## src/rtl/mbx_pkg.sv

```systemverilog
package mbx_pkg;

   typedef enum logic [1:0] {
      ST_IDLE = 2'd0,
      ST_OUT  = 2'd1,
      ST_IN   = 2'd2,
      ST_ACK  = 2'd3
   } mbx_state_e;

   // register offsets within a slot window
   localparam logic [5:0] OFF_OWNER = 6'h00;
   localparam logic [5:0] OFF_TSET  = 6'h04;
   localparam logic [5:0] OFF_TCLR  = 6'h08;
   localparam logic [5:0] OFF_TSTAT = 6'h0C;
   localparam logic [5:0] OFF_MODE  = 6'h10;
   localparam logic [5:0] OFF_MASK  = 6'h14;
   localparam logic [5:0] OFF_PEND  = 6'h18;
   localparam logic [5:0] OFF_SEND  = 6'h1C;
   localparam int unsigned OFF_DATA = 32'h20;

   localparam int unsigned SLOT_SPAN  = 32'h40;
   localparam int unsigned CPU_BASE   = 32'h800;
   localparam int unsigned KEY_ADDR   = 32'hA00;

   function automatic logic [3:0] state_flags(mbx_state_e st);
      logic [3:0] f;
      f = 4'b0000;
      f[st] = 1'b1;
      return f;
   endfunction

endpackage

```

## src/rtl/mbx_lock.sv

```systemverilog
module mbx_lock #(
   parameter logic [31:0] KEY = 32'h1ACCE551
) (
   input  logic        clk,
   input  logic        rst_n,
   input  logic        key_wr,
   input  logic [31:0] key_data,
   output logic        locked
);

   always_ff @(posedge clk or negedge rst_n) begin
      if (!rst_n)
         locked <= 1'b1;
      else if (key_wr)
         locked <= (key_data != KEY);
   end

   // the key opens the gate
   a_r2_key_unlocks: assert property (@(posedge clk) disable iff (!rst_n)
      (key_wr && key_data == KEY) |=> !locked);

   // any other value closes it
   a_r2_other_relocks: assert property (@(posedge clk) disable iff (!rst_n)
      (key_wr && key_data != KEY) |=> locked);

endmodule

```

## src/rtl/mbx_slot.sv

```systemverilog
module mbx_slot
   import mbx_pkg::*;
#(
   parameter int NUM_CPUS   = 8,
   parameter int DATA_WORDS = 2
) (
   input  logic                clk,
   input  logic                rst_n,
   input  logic                wr_en,
   input  logic [5:0]          off,
   input  logic [31:0]         wdata,
   output logic [31:0]         rdata,
   output logic [NUM_CPUS-1:0] pend_raw,
   output logic [NUM_CPUS-1:0] pend_vis
);

   localparam logic [31:0] CPU_FIELD =
      (NUM_CPUS >= 32) ? 32'hFFFF_FFFF : ((32'd1 << NUM_CPUS) - 32'd1);

   mbx_state_e          state_q;
   logic [NUM_CPUS-1:0] owner_q;
   logic [NUM_CPUS-1:0] tgt_q;
   logic [NUM_CPUS-1:0] mask_q;
   logic [NUM_CPUS-1:0] pend_q;
   logic                auto_q;
   logic [31:0]         word_q [DATA_WORDS];

   logic [NUM_CPUS-1:0] wr_cpus;
   logic                wr_in_field;
   logic                claim_ok;
   logic                is_owner_val;

   assign wr_cpus      = wdata[NUM_CPUS-1:0];
   assign wr_in_field  = ((wdata & ~CPU_FIELD) == 32'd0);
   assign claim_ok     = wr_in_field && $onehot(wr_cpus);
   assign is_owner_val = (wdata == 32'(owner_q));

   always_ff @(posedge clk or negedge rst_n) begin
      if (!rst_n) begin
         state_q <= ST_IDLE;
         owner_q <= '0;
         tgt_q   <= '0;
         mask_q  <= '0;
         pend_q  <= '0;
         auto_q  <= 1'b0;
      end else if (wr_en) begin
         case (off)
            OFF_OWNER: begin
               if (state_q == ST_IDLE && claim_ok) begin
                  owner_q <= wr_cpus;
                  state_q <= ST_OUT;
               end else if (state_q == ST_ACK && is_owner_val) begin
                  owner_q <= '0;
                  state_q <= ST_IDLE;
               end
            end
            OFF_TSET:  tgt_q  <= tgt_q | wr_cpus;
            OFF_TCLR:  tgt_q  <= tgt_q & ~wr_cpus;
            OFF_MODE:  auto_q <= wdata[0];
            OFF_MASK:  mask_q <= wr_cpus;
            OFF_PEND: begin
               pend_q <= pend_q & ~wr_cpus;
               if (state_q == ST_IN && auto_q &&
                   ((pend_q & ~wr_cpus & tgt_q) == '0))
                  state_q <= ST_ACK;
            end
            OFF_SEND: begin
               if (state_q == ST_OUT && is_owner_val) begin
                  state_q <= ST_IN;
                  pend_q  <= pend_q | tgt_q;
               end else if (state_q == ST_IN && !auto_q && wr_cpus != '0) begin
                  state_q <= ST_ACK;
                  pend_q  <= pend_q | owner_q;
               end
            end
            default: ;
         endcase
      end
   end

   always_ff @(posedge clk or negedge rst_n) begin
      if (!rst_n) begin
         for (int w = 0; w < DATA_WORDS; w++)
            word_q[w] <= '0;
      end else if (wr_en) begin
         for (int w = 0; w < DATA_WORDS; w++)
            if (32'(off) == OFF_DATA + 4 * w)
               word_q[w] <= wdata;
      end
   end

   always_comb begin
      rdata = '0;
      case (off)
         OFF_OWNER: rdata = 32'(owner_q);
         OFF_TSTAT: rdata = 32'(tgt_q);
         OFF_MODE:  rdata = {24'd0, state_flags(state_q), 3'd0, auto_q};
         OFF_MASK:  rdata = 32'(mask_q);
         OFF_PEND:  rdata = 32'(pend_q);
         default: begin
            for (int w = 0; w < DATA_WORDS; w++)
               if (32'(off) == OFF_DATA + 4 * w)
                  rdata = word_q[w];
         end
      endcase
   end

   assign pend_raw = pend_q;
   assign pend_vis = pend_q & ~mask_q;

   // a slot in use always has exactly one owner
   a_r3_single_owner: assert property (@(posedge clk) disable iff (!rst_n)
      (state_q != ST_IDLE) |-> $onehot(owner_q));

   // claims on a busy slot leave the owner alone
   a_r3_no_steal: assert property (@(posedge clk) disable iff (!rst_n)
      (wr_en && off == OFF_OWNER && (state_q == ST_OUT || state_q == ST_IN))
      |=> $stable(owner_q));

   // owner's send delivers to every target
   a_r4_send_delivers: assert property (@(posedge clk) disable iff (!rst_n)
      (wr_en && off == OFF_SEND && state_q == ST_OUT && is_owner_val)
      |=> (state_q == ST_IN) && ((pend_q & $past(tgt_q)) == $past(tgt_q)));

   // automatic acknowledge never raises the owner's bit
   a_r8_auto_silent: assert property (@(posedge clk) disable iff (!rst_n)
      (state_q == ST_IN && auto_q) |=> ((pend_q & owner_q & ~$past(pend_q)) == '0));

   // owner's release returns the slot to idle
   a_r9_release: assert property (@(posedge clk) disable iff (!rst_n)
      (wr_en && off == OFF_OWNER && state_q == ST_ACK && is_owner_val)
      |=> (state_q == ST_IDLE) && (owner_q == '0));

endmodule

```

## src/rtl/mbx_irq_map.sv

```systemverilog
module mbx_irq_map #(
   parameter int NUM_SLOTS = 4,
   parameter int NUM_CPUS  = 8
) (
   input  logic                                clk,
   input  logic                                rst_n,
   input  logic [NUM_SLOTS-1:0][NUM_CPUS-1:0]  slot_vis,
   input  logic [NUM_SLOTS-1:0][NUM_CPUS-1:0]  slot_raw,
   output logic [NUM_CPUS-1:0][NUM_SLOTS-1:0]  cpu_vis,
   output logic [NUM_CPUS-1:0][NUM_SLOTS-1:0]  cpu_raw,
   output logic [NUM_CPUS-1:0]                 cpu_irq
);

   for (genvar c = 0; c < NUM_CPUS; c++) begin : g_cpu
      for (genvar s = 0; s < NUM_SLOTS; s++) begin : g_slot
         assign cpu_vis[c][s] = slot_vis[s][c];
         assign cpu_raw[c][s] = slot_raw[s][c];
      end
      assign cpu_irq[c] = |cpu_vis[c];

      // a masked view never shows a bit the raw view lacks
      a_r5_vis_within_raw: assert property (@(posedge clk) disable iff (!rst_n)
         ((cpu_vis[c] & ~cpu_raw[c]) == '0));
   end

endmodule

```

## src/rtl/mbx_ctrl.sv

```systemverilog
module mbx_ctrl
   import mbx_pkg::*;
#(
   parameter int          NUM_SLOTS  = 4,
   parameter int          NUM_CPUS   = 8,
   parameter int          DATA_WORDS = 2,
   parameter int          ADDR_W     = 12,
   parameter logic [31:0] UNLOCK_KEY = 32'h1ACCE551
) (
   input  logic              clk,
   input  logic              rst_n,
   input  logic              reg_wr,
   input  logic [ADDR_W-1:0] reg_addr,
   input  logic [31:0]       reg_wdata,
   output logic [31:0]       reg_rdata,
   output logic [NUM_CPUS-1:0] cpu_irq
);

   localparam int SLOT_W = (NUM_SLOTS > 1) ? $clog2(NUM_SLOTS) : 1;
   localparam int CPU_W  = (NUM_CPUS > 1) ? $clog2(NUM_CPUS) : 1;
   localparam int unsigned SLOT_END = NUM_SLOTS * SLOT_SPAN;
   localparam int unsigned CPU_END  = CPU_BASE + 8 * NUM_CPUS;

   if (NUM_SLOTS < 1 || NUM_SLOTS > 32) begin : g_bad_slots
      $error("mbx_ctrl: NUM_SLOTS must lie in 1..32");
   end
   if (NUM_CPUS < 1 || NUM_CPUS > 32) begin : g_bad_cpus
      $error("mbx_ctrl: NUM_CPUS must lie in 1..32");
   end
   if (DATA_WORDS < 1 || DATA_WORDS > 8) begin : g_bad_words
      $error("mbx_ctrl: DATA_WORDS must lie in 1..8");
   end
   if (ADDR_W < 12) begin : g_bad_addr
      $error("mbx_ctrl: ADDR_W must be at least 12");
   end

   logic [31:0]      addr32;
   logic             slot_hit, key_hit, cpu_hit, cpu_raw_sel;
   logic [SLOT_W-1:0] slot_idx;
   logic [CPU_W-1:0]  cpu_idx;
   logic             locked;

   assign addr32      = 32'(reg_addr);
   assign slot_hit    = addr32 < SLOT_END;
   assign key_hit     = addr32 == KEY_ADDR;
   assign cpu_hit     = addr32 >= CPU_BASE && addr32 < CPU_END && addr32[1:0] == 2'b00;
   assign cpu_raw_sel = addr32[2];
   assign slot_idx    = addr32[6 +: SLOT_W];
   assign cpu_idx     = addr32[3 +: CPU_W];

   mbx_lock #(.KEY(UNLOCK_KEY)) u_lock (
      .clk      (clk),
      .rst_n    (rst_n),
      .key_wr   (reg_wr && key_hit),
      .key_data (reg_wdata),
      .locked   (locked)
   );

   logic [31:0]                        slot_rdata [NUM_SLOTS];
   logic [NUM_SLOTS-1:0][NUM_CPUS-1:0] slot_vis;
   logic [NUM_SLOTS-1:0][NUM_CPUS-1:0] slot_raw;

   for (genvar s = 0; s < NUM_SLOTS; s++) begin : g_slot
      logic sel_wr;
      assign sel_wr = reg_wr && !locked && slot_hit && (32'(slot_idx) == s);
      mbx_slot #(.NUM_CPUS(NUM_CPUS), .DATA_WORDS(DATA_WORDS)) u_slot (
         .clk      (clk),
         .rst_n    (rst_n),
         .wr_en    (sel_wr),
         .off      (addr32[5:0]),
         .wdata    (reg_wdata),
         .rdata    (slot_rdata[s]),
         .pend_raw (slot_raw[s]),
         .pend_vis (slot_vis[s])
      );
   end

   logic [NUM_CPUS-1:0][NUM_SLOTS-1:0] cpu_vis;
   logic [NUM_CPUS-1:0][NUM_SLOTS-1:0] cpu_raw;

   mbx_irq_map #(.NUM_SLOTS(NUM_SLOTS), .NUM_CPUS(NUM_CPUS)) u_irq (
      .clk      (clk),
      .rst_n    (rst_n),
      .slot_vis (slot_vis),
      .slot_raw (slot_raw),
      .cpu_vis  (cpu_vis),
      .cpu_raw  (cpu_raw),
      .cpu_irq  (cpu_irq)
   );

   always_comb begin
      reg_rdata = '0;
      if (slot_hit)
         reg_rdata = slot_rdata[slot_idx];
      else if (key_hit)
         reg_rdata = {31'd0, locked};
      else if (cpu_hit)
         reg_rdata = cpu_raw_sel ? 32'(cpu_raw[cpu_idx]) : 32'(cpu_vis[cpu_idx]);
   end

   // a slot write while locked leaves pending state and interrupts untouched
   a_r2_locked_ignored: assert property (@(posedge clk) disable iff (!rst_n)
      (reg_wr && locked && slot_hit) |=> ($stable(slot_raw) && $stable(cpu_irq)));

endmodule

```

## config.mk

```make
export PLATFORM = sky130hd
export DESIGN_NAME = mbx_ctrl
export DESIGN_NICKNAME = d
export VERILOG_FILES = /design/src/rtl/mbx_pkg.sv /design/src/rtl/mbx_lock.sv /design/src/rtl/mbx_slot.sv /design/src/rtl/mbx_irq_map.sv /design/src/rtl/mbx_ctrl.sv
export SDC_FILE = /design/constraint.sdc
export NUM_CORES = 1
export LEC_CHECK = 0
export BUFFER_PORTS_ARGS = -buffer_cell sky130_fd_sc_hd__buf_4
export CAP_MARGIN = 20
export CORE_MARGIN = 4
export CORE_UTILIZATION = 50
export DETAILED_ROUTE_END_ITERATION = 10
export MAX_ROUTING_LAYER = met4
export PLACE_DENSITY = 0.68
export RECOVER_POWER = 100
export SYNTH_ARGS = -nofsm -noshare
export SYNTH_HDL_FRONTEND = slang
export SYNTH_SLANG_ARGS = --single-unit
```

## constraint.sdc

```tcl
create_clock -name clk -period 3.1 [get_ports clk]
set_input_delay 0.62 -clock clk [delete_from_list [all_inputs] [get_ports clk]]
set_output_delay 0.62 -clock clk [all_outputs]
set_load 0.02 [all_outputs]
```

==> metrics, run 1 <==
run status complete, but fails checks; failing checks max-capacitance violations, max-slew violations, negative setup slack; post-synthesis cell area 20900 sq um; drt wl/cell 28.9 um; post-synthesis sequential area ratio 47.6%; largest net degree at the start of global routing 85; P_leak 0.0119 uW; synth unique cells 81; Final HPWL DP 53300 um; Layout Nets 2327; total grt overflow 0; Req. time, crit path 3.59 ns; most frequent cell after synthesis dfrtp_1; PnR worst setup slack -0.639 ns; die extent in x 212 um; Top FF cell, synth dfrtp_1; setup slack, reg-to-reg 0.16 ns; Hold Fails Final Rpt 0; final antenna-violating net count 0; Final min period 3.74 ns; CP cell instances buf_8, buf_6, inv_4, ha_4, inv_2, fa_2, fa_1, inv_1, ha_2, fa_1, nor4b_4, buf_4, and2_4, a41oi_2, o31a_1, a211oi_2, mux2i_1; period utilisation layout 121%; Post-synth EDFFs 0; syn_nets 2047; Rows 74; FMAX 267 MHz; DR vias/cell 6.68; WS Path Type in2reg; RSZ-0062 raised after global routing yes; clock sinks 397; worst min path class in2reg; worst slew pin tran 2.47 ns; first-pass GRT wire length 122000 um; Die ar. 45100 sq um; # hold bufs at CTS 0; Yosys reg bits 397; clk buf depth 3; Final Instance Count excl. Fillers 2829; Top Ports 87; initial antenna violation count 1; Clk Latency, worst-skew pair 0.58 ns; top cell type's share of synthesized area 47.4%; WP data arrival 4.23 ns; Num CTS Buffers 44; top cells by area, synth dfrtp_1 47%, mux2_2 11%, nand2_1 5.4%, mux4_2 3.4%, o21ai_0 3.4%; layout cell share with drive strength beyond 1 38.8%; clock skew 0.0169 ns; Post-Synthesis Cells 1983; cell taking the most area after synthesis dfrtp_1; Max-Cap Viols 1; synth cell count leaders 396 x dfrtp_1, 303 x nand2_1, 208 x mux2_2, 142 x o21ai_0, 103 x clkbuf_1; async set-reset flop share out of synthesis 100%; htree depth 2; Crit-path slowest cell fa_1; Worst-path clk slew 0.06 ns; CORE AREA 41100 sq um; Setup Viol. Count Final 96; crit path capture type flop; vias post-DR 18900; synthesized area per cell 10.5 sq um; Pins Over Slew Limit 85; GRT Util Overall 37.2%; Port Buffers 86; CTS tree done; vias in the first global route 18900; die height 212 um; DRC errors left 0; Yosys warnings 0; placed cells 2658; Cell Pwr Density 421 nW/um^2; Worst Path Max Fanout 2; Slew HR -64.5%; Worst path max stage delay 0.51 ns; Peak VDD IR 476 uV; most frequent CP cell fa_1; drt initial violations 2438; Syn-to-layout area delta 29.7%; Startpoint Class input port; CTS root buffer clkbuf_16; final WL 81900 um; final instance area 27100 sq um; GPL Wtd Cong 1.04; placed cell areas 23700 sq um; Starting Density 50.8%; 1st-pass router iterations 10
## power by group
part           leakage (uW)  switching [uW]  internal [uW]
Clock              0.000695            2200           2920
Sequential          0.00551            18.7           5200
Combinational       0.00568             655            401
Total                0.0119            2880           8530
## metal layers
metal	global-route usage, %	wire length [um]
met5	-	0
met4	20.5	5950
met3	7.23	8340
met2	54.8	36500
met1	48.6	31100
## path summary, 6_finish.rpt
check                                            start                          end  cells past startpoint
setup / recovery                          reg_wdata[4]  g_slot[3].u_slot.state_q[1]                     17
hold / removal                           reg_wdata[31]  g_slot[1].u_slot.word_q[31]                      2
setup reg to reg                         u_lock.locked  g_slot[0].u_slot.word_q[20]                      7
hold reg to reg            g_slot[1].u_slot.word_q[34]  g_slot[1].u_slot.word_q[34]                      2
max in group asynchronous                        rst_n  g_slot[0].u_slot.word_q[15]                      2
min in group asynchronous                        rst_n   g_slot[2].u_slot.word_q[7]                      1
## kinds of logic (layout without fill, tap and decap cells)
group | Yosys count | in the layout | synth area share, %
AOI/OAI and AO/OA | 465 | 468 | 15.0
xor gates and xnor gates | 34 | 34 | 1.43
adders and majority gates | 17 | 17 | 1.16
buffers and inverters | 207 | 516 | 4.11
DFF | 397 | 397 | 47.6
muxes | 306 | 306 | 17.8
other | 0 | 1 | 0
and+or+nand+nor | 557 | 558 | 12.9
## repair_timing
action                     in CTS  in global routing
pin swaps                      70                 68
hold endpoints to repair        0                  0
cloned                         16                  3
setup buffers                  62                 21
setup endpoints to repair      72                 72
resized for setup             249                106
## state kept, by name, summed over array words and instances (netlist names), named ones only
name,count
g_slot.u_slot.word_q,256
g_slot.u_slot.owner_q,32
g_slot.u_slot.pend_raw,32
g_slot.u_slot.auto_q,4
g_slot.u_slot.state_q,8
g_slot.u_slot.mask_q,32
u_lock.locked,1
## cell usage in the layout (no fill, tap or decap), drive strengths merged, types with 6 or more instances in the layout
| cell | Yosys | layout |
|---|---|---|
| mux2 | 211 | 211 |
| and4 | 6 | 6 |
| a222oi | 22 | 22 |
| ha | 13 | 13 |
| nand4 | 15 | 15 |
| nor2 | 56 | 56 |
| clkbuf | 105 | 133 |
| o22ai | 11 | 11 |
| nand2 | 304 | 304 |
| a32oi | 18 | 18 |
| buf | 62 | 325 |
| xnor2 | 26 | 26 |
| inv | 39 | 41 |
| o2111ai | 9 | 9 |
| nand3b | 11 | 11 |
| dfrtp | 396 | 396 |
| o211ai | 9 | 9 |
| nand2b | 35 | 35 |
| o21ai | 149 | 152 |
| nand3 | 39 | 39 |
| a221oi | 30 | 30 |
| a2bb2oi | 12 | 12 |
| xor2 | 8 | 8 |
| a31oi | 57 | 57 |
| nor3 | 11 | 11 |
| clkinv | 1 | 14 |
| nor2b | 7 | 7 |
| nor4 | 19 | 19 |
| a22oi | 13 | 13 |
| and3 | 27 | 27 |
| mux2i | 63 | 63 |
| a21oi | 62 | 62 |
| and2 | 6 | 7 |
| o31ai | 23 | 23 |
| a211oi | 15 | 15 |
| mux4 | 32 | 32 |
## through the flow
stage	TNS [ns]	worst slack, ns	power (uW)	util, %	hold slack (ns)
3_5_place_dp	-57.30	-1.35	6190	57.6	0.472
4_1_cts	-21.21	-0.611	11400	65.6	0.0734
6_report	-35.61	-0.639	11400	65.9	0.355
5_1_grt	-63.13	-0.679	11700	65.9	0.352
3_3_place_gp	-53.87	-1.23	6170	57.6	0.460
2_1_floorplan	-38.00	-1.19	5700	-	0.324
## worst max-delay path: cells and delay by family
| family | cells | cell delay, ns |
|---|---|---|
| fa+ha+maj | 5 | 1.74 |
| compound gates | 3 | 0.59 |
| simple gates | 2 | 0.55 |
| buf+inv | 6 | 0.47 |
| mux | 1 | 0.23 |
## final cells by class
type,instances,area [sq um]
Clock inverter,18,141
Antenna cell,1,2.50
Multi-Input combinational cell,1383,11200
Inverter,40,160
Timing Repair Buffer,397,3730
Tap cell,532,666
Fill cell,3178,14000
Sequential cell,397,9940
Clock buffer,61,1250
Note: power is estimated with default switching activity, not from simulation.
==> inputs of run 2 (changes only) <==
Settings changed: CTS_BUF_LIST set to sky130_fd_sc_hd__clkbuf_4 sky130_fd_sc_hd__clkbuf_8.
==> metrics, run 2 (synthesis results as in run 1) <==
Syn-to-layout area delta 29.8% (about the same); Crit-path slowest cell fa_1; WS Path Type in2reg; most frequent CP cell fa_1; die height 212 um (unchanged); Biggest register g_slot.u_slot.word_q; Top Ports 87 (unchanged); failing checks max-capacitance violations, max-slew violations, negative setup slack; Startpoint Class input port; Critical R2R Capture g_slot[0].u_slot.word_q[52]; Peak VDD IR 389 uV (-18%); DRC errors left 0 (unchanged); Final min period 3.65 ns (-0.0915 ns); DR vias/cell 6.59 (-1.3%); P_leak 0.0119 uW (-0.25%); Final HPWL DP 53300 um (unchanged); layout cell share with drive strength beyond 1 39.8% (+1.0 points); CTS root buffer clkbuf_8; Pins Over Slew Limit 85 (unchanged); worst min path class in2reg; Die ar. 45100 sq um (unchanged); Finished Core Util 66.0% (about the same); run status complete, but fails checks; clock skew 0.0272 ns (+0.0103 ns); R2R depth 7 (unchanged); Worst path max stage delay 0.51 ns (about the same); CP cell instances buf_8, buf_6, inv_4, ha_4, inv_2, fa_2, fa_1, inv_1, ha_2, fa_1, nor4b_4, buf_4, and2_4, a41oi_2, o31a_1, a211oi_2, mux2i_1; htree depth 3 (+1); final antenna-violating net count 0 (unchanged); CP Buf/Inv Count 6 (unchanged); Port Buffers 86 (unchanged); Num CTS Buffers 70 (+59%); period utilisation layout 118% (-3.0 points); launch point of the worst path reg_wdata[4]; GPL Wtd Cong 1.04 (unchanged); CORE AREA 41100 sq um (unchanged); placed cells 2658 (unchanged); Crit path depth 17 (unchanged); delay-heaviest family, CP adder cells; Cell Pwr Density 421 nW/um^2 (about the same); largest net degree at the start of global routing 85 (unchanged); crit path capture type flop; most frequent cells in the layout 396 x dfrtp_1, 263 x nand2_1, 207 x mux2_2; initial antenna violation count 1 (unchanged); first-pass GRT wire length 122000 um (-0.12%); clock sinks 397 (unchanged); worst slack at placement -1.35 ns (unchanged); Worst Setup EP g_slot[3].u_slot.state_q[1]; die extent in x 212 um (unchanged); FMAX 274 MHz (+2.5%); CTS tree done; Layout Nets 2339 (+0.52%); PnR worst setup slack -0.548 ns (+0.0915 ns); Clk Latency, worst-skew pair 0.65 ns (+0.07 ns); RSZ-0062 raised after global routing yes; Worst-path clk slew 0.07 ns (about the same); Req. time, crit path 3.67 ns (+0.08 ns); total grt overflow 0 (unchanged); most common cell after layout, fill and taps aside dfrtp_1; worst slew pin tran 2.54 ns (+0.0769 ns); Final Instance Count excl. Fillers 2857 (+0.99%); WP data arrival 4.21 ns (-0.02 ns); vias in the first global route 19000 (+0.60%); Max-Cap Viols 1 (unchanged); Largest register FFs 256 (unchanged); final WL 82100 um (+0.24%); Hold Fails Final Rpt 0 (unchanged); reg2reg start u_lock.locked; Starting Density 50.8% (unchanged); setup slack, reg-to-reg 0.04 ns (-0.12 ns); Slew HR -69.6% (-5.1 points); Rows 74 (unchanged); clk buf depth 3 (unchanged); vias post-DR 18800 (-0.33%); drt initial violations 2366 (-3.0%); 1st-pass router iterations 9 (-1); Setup Viol. Count Final 79 (-18%); GRT Util Overall 37.2% (about the same); Fillers 3220 (+1.3%); setup TNS -29.16 ns (+6.45 ns); Worst Path Max Fanout 2 (unchanged); drt wl/cell 28.7 um (-0.75%)
[run 2: changes by cell type in the layout (fill, tap and decap cells not counted), sizes merged]
cell	change
dlygate4sd3	+1
clkinvlp	-1
buf	-10
clkbuf	+44
and2	+1
inv	+2
clkinv	-9
[run 2: layout make-up]
| cell class | instances | area [sq um] | share of cell area, % |
|---|---|---|---|
| clock buffers | 111 | 1350 | 4.99 |
| flip-flops and latches | 397 | 9940 | 36.6 |
| inverters | 40 | 160 | 0.591 |
| repair buffers | 382 | 3670 | 13.5 |
| multi-input cells | 1384 | 11200 | 41.4 |
| well taps | 532 | 666 | 2.46 |
| diodes | 1 | 2.50 | 0.00923 |
| clock inverters | 10 | 100 | 0.369 |
[run 2: layer usage]
| metal | vias to the layer above | GRT usage, % | routed length (um) |
|---|---|---|---|
| li1 | 7903 | - | - |
| met1 | 9351 | 48.5 | 31400 |
| met2 | 1203 | 55.6 | 36700 |
| met3 | 365 | 7.48 | 8380 |
| met4 | 0 | 19.1 | 5600 |
| met5 | - | - | 0 |
[run 2: timing repair]
item	in CTS	in global routing
pin swaps	72	76
hold endpoints to repair	6	0
setup endpoints to repair	72	72
hold buffers	1	0
setup buffers	52	20
resized for setup	233	101
cloned	15	4
[run 2: how the worst min path moves through the flow]
stage                                      startpoint                           to  slack (ns)  depth (start not counted)
after floorplan                                 rst_n   asynchronous set/reset pin        0.32                          0
final                                   reg_wdata[31]  g_slot[3].u_slot.word_q[31]        0.29                          2
after global routing                    reg_wdata[29]  g_slot[3].u_slot.word_q[29]        0.26                          2
after detailed placement   g_slot[1].u_slot.word_q[1]   g_slot[1].u_slot.word_q[1]        0.47                          2
after global placement    g_slot[3].u_slot.word_q[37]  g_slot[3].u_slot.word_q[37]        0.46                          2
after CTS                               reg_wdata[31]  g_slot[1].u_slot.word_q[31]        0.24                          2
[run 2: through the flow]
| step | area [sq um] | hold WS (ns) | total power (uW) |
|---|---|---|---|
| global route | 27100 | 0.259 | 11800 |
| finish | 27100 | 0.289 | 11400 |
| global placement | 23700 | 0.460 | 6170 |
| CTS | 26900 | 0.243 | 11400 |
| detailed placement | 23700 | 0.472 | 6190 |
| floorplan | 21200 | 0.324 | 5700 |
[run 2: report_power, final]
part / internal (uW) / leakage [uW] / total [uW] / switching (uW)
Sequential: 5210 / 0.00551 / 5220 / 18.8
Clock: 2860 / 0.000778 / 5130 / 2270
Combinational: 404 / 0.00557 / 1060 / 652
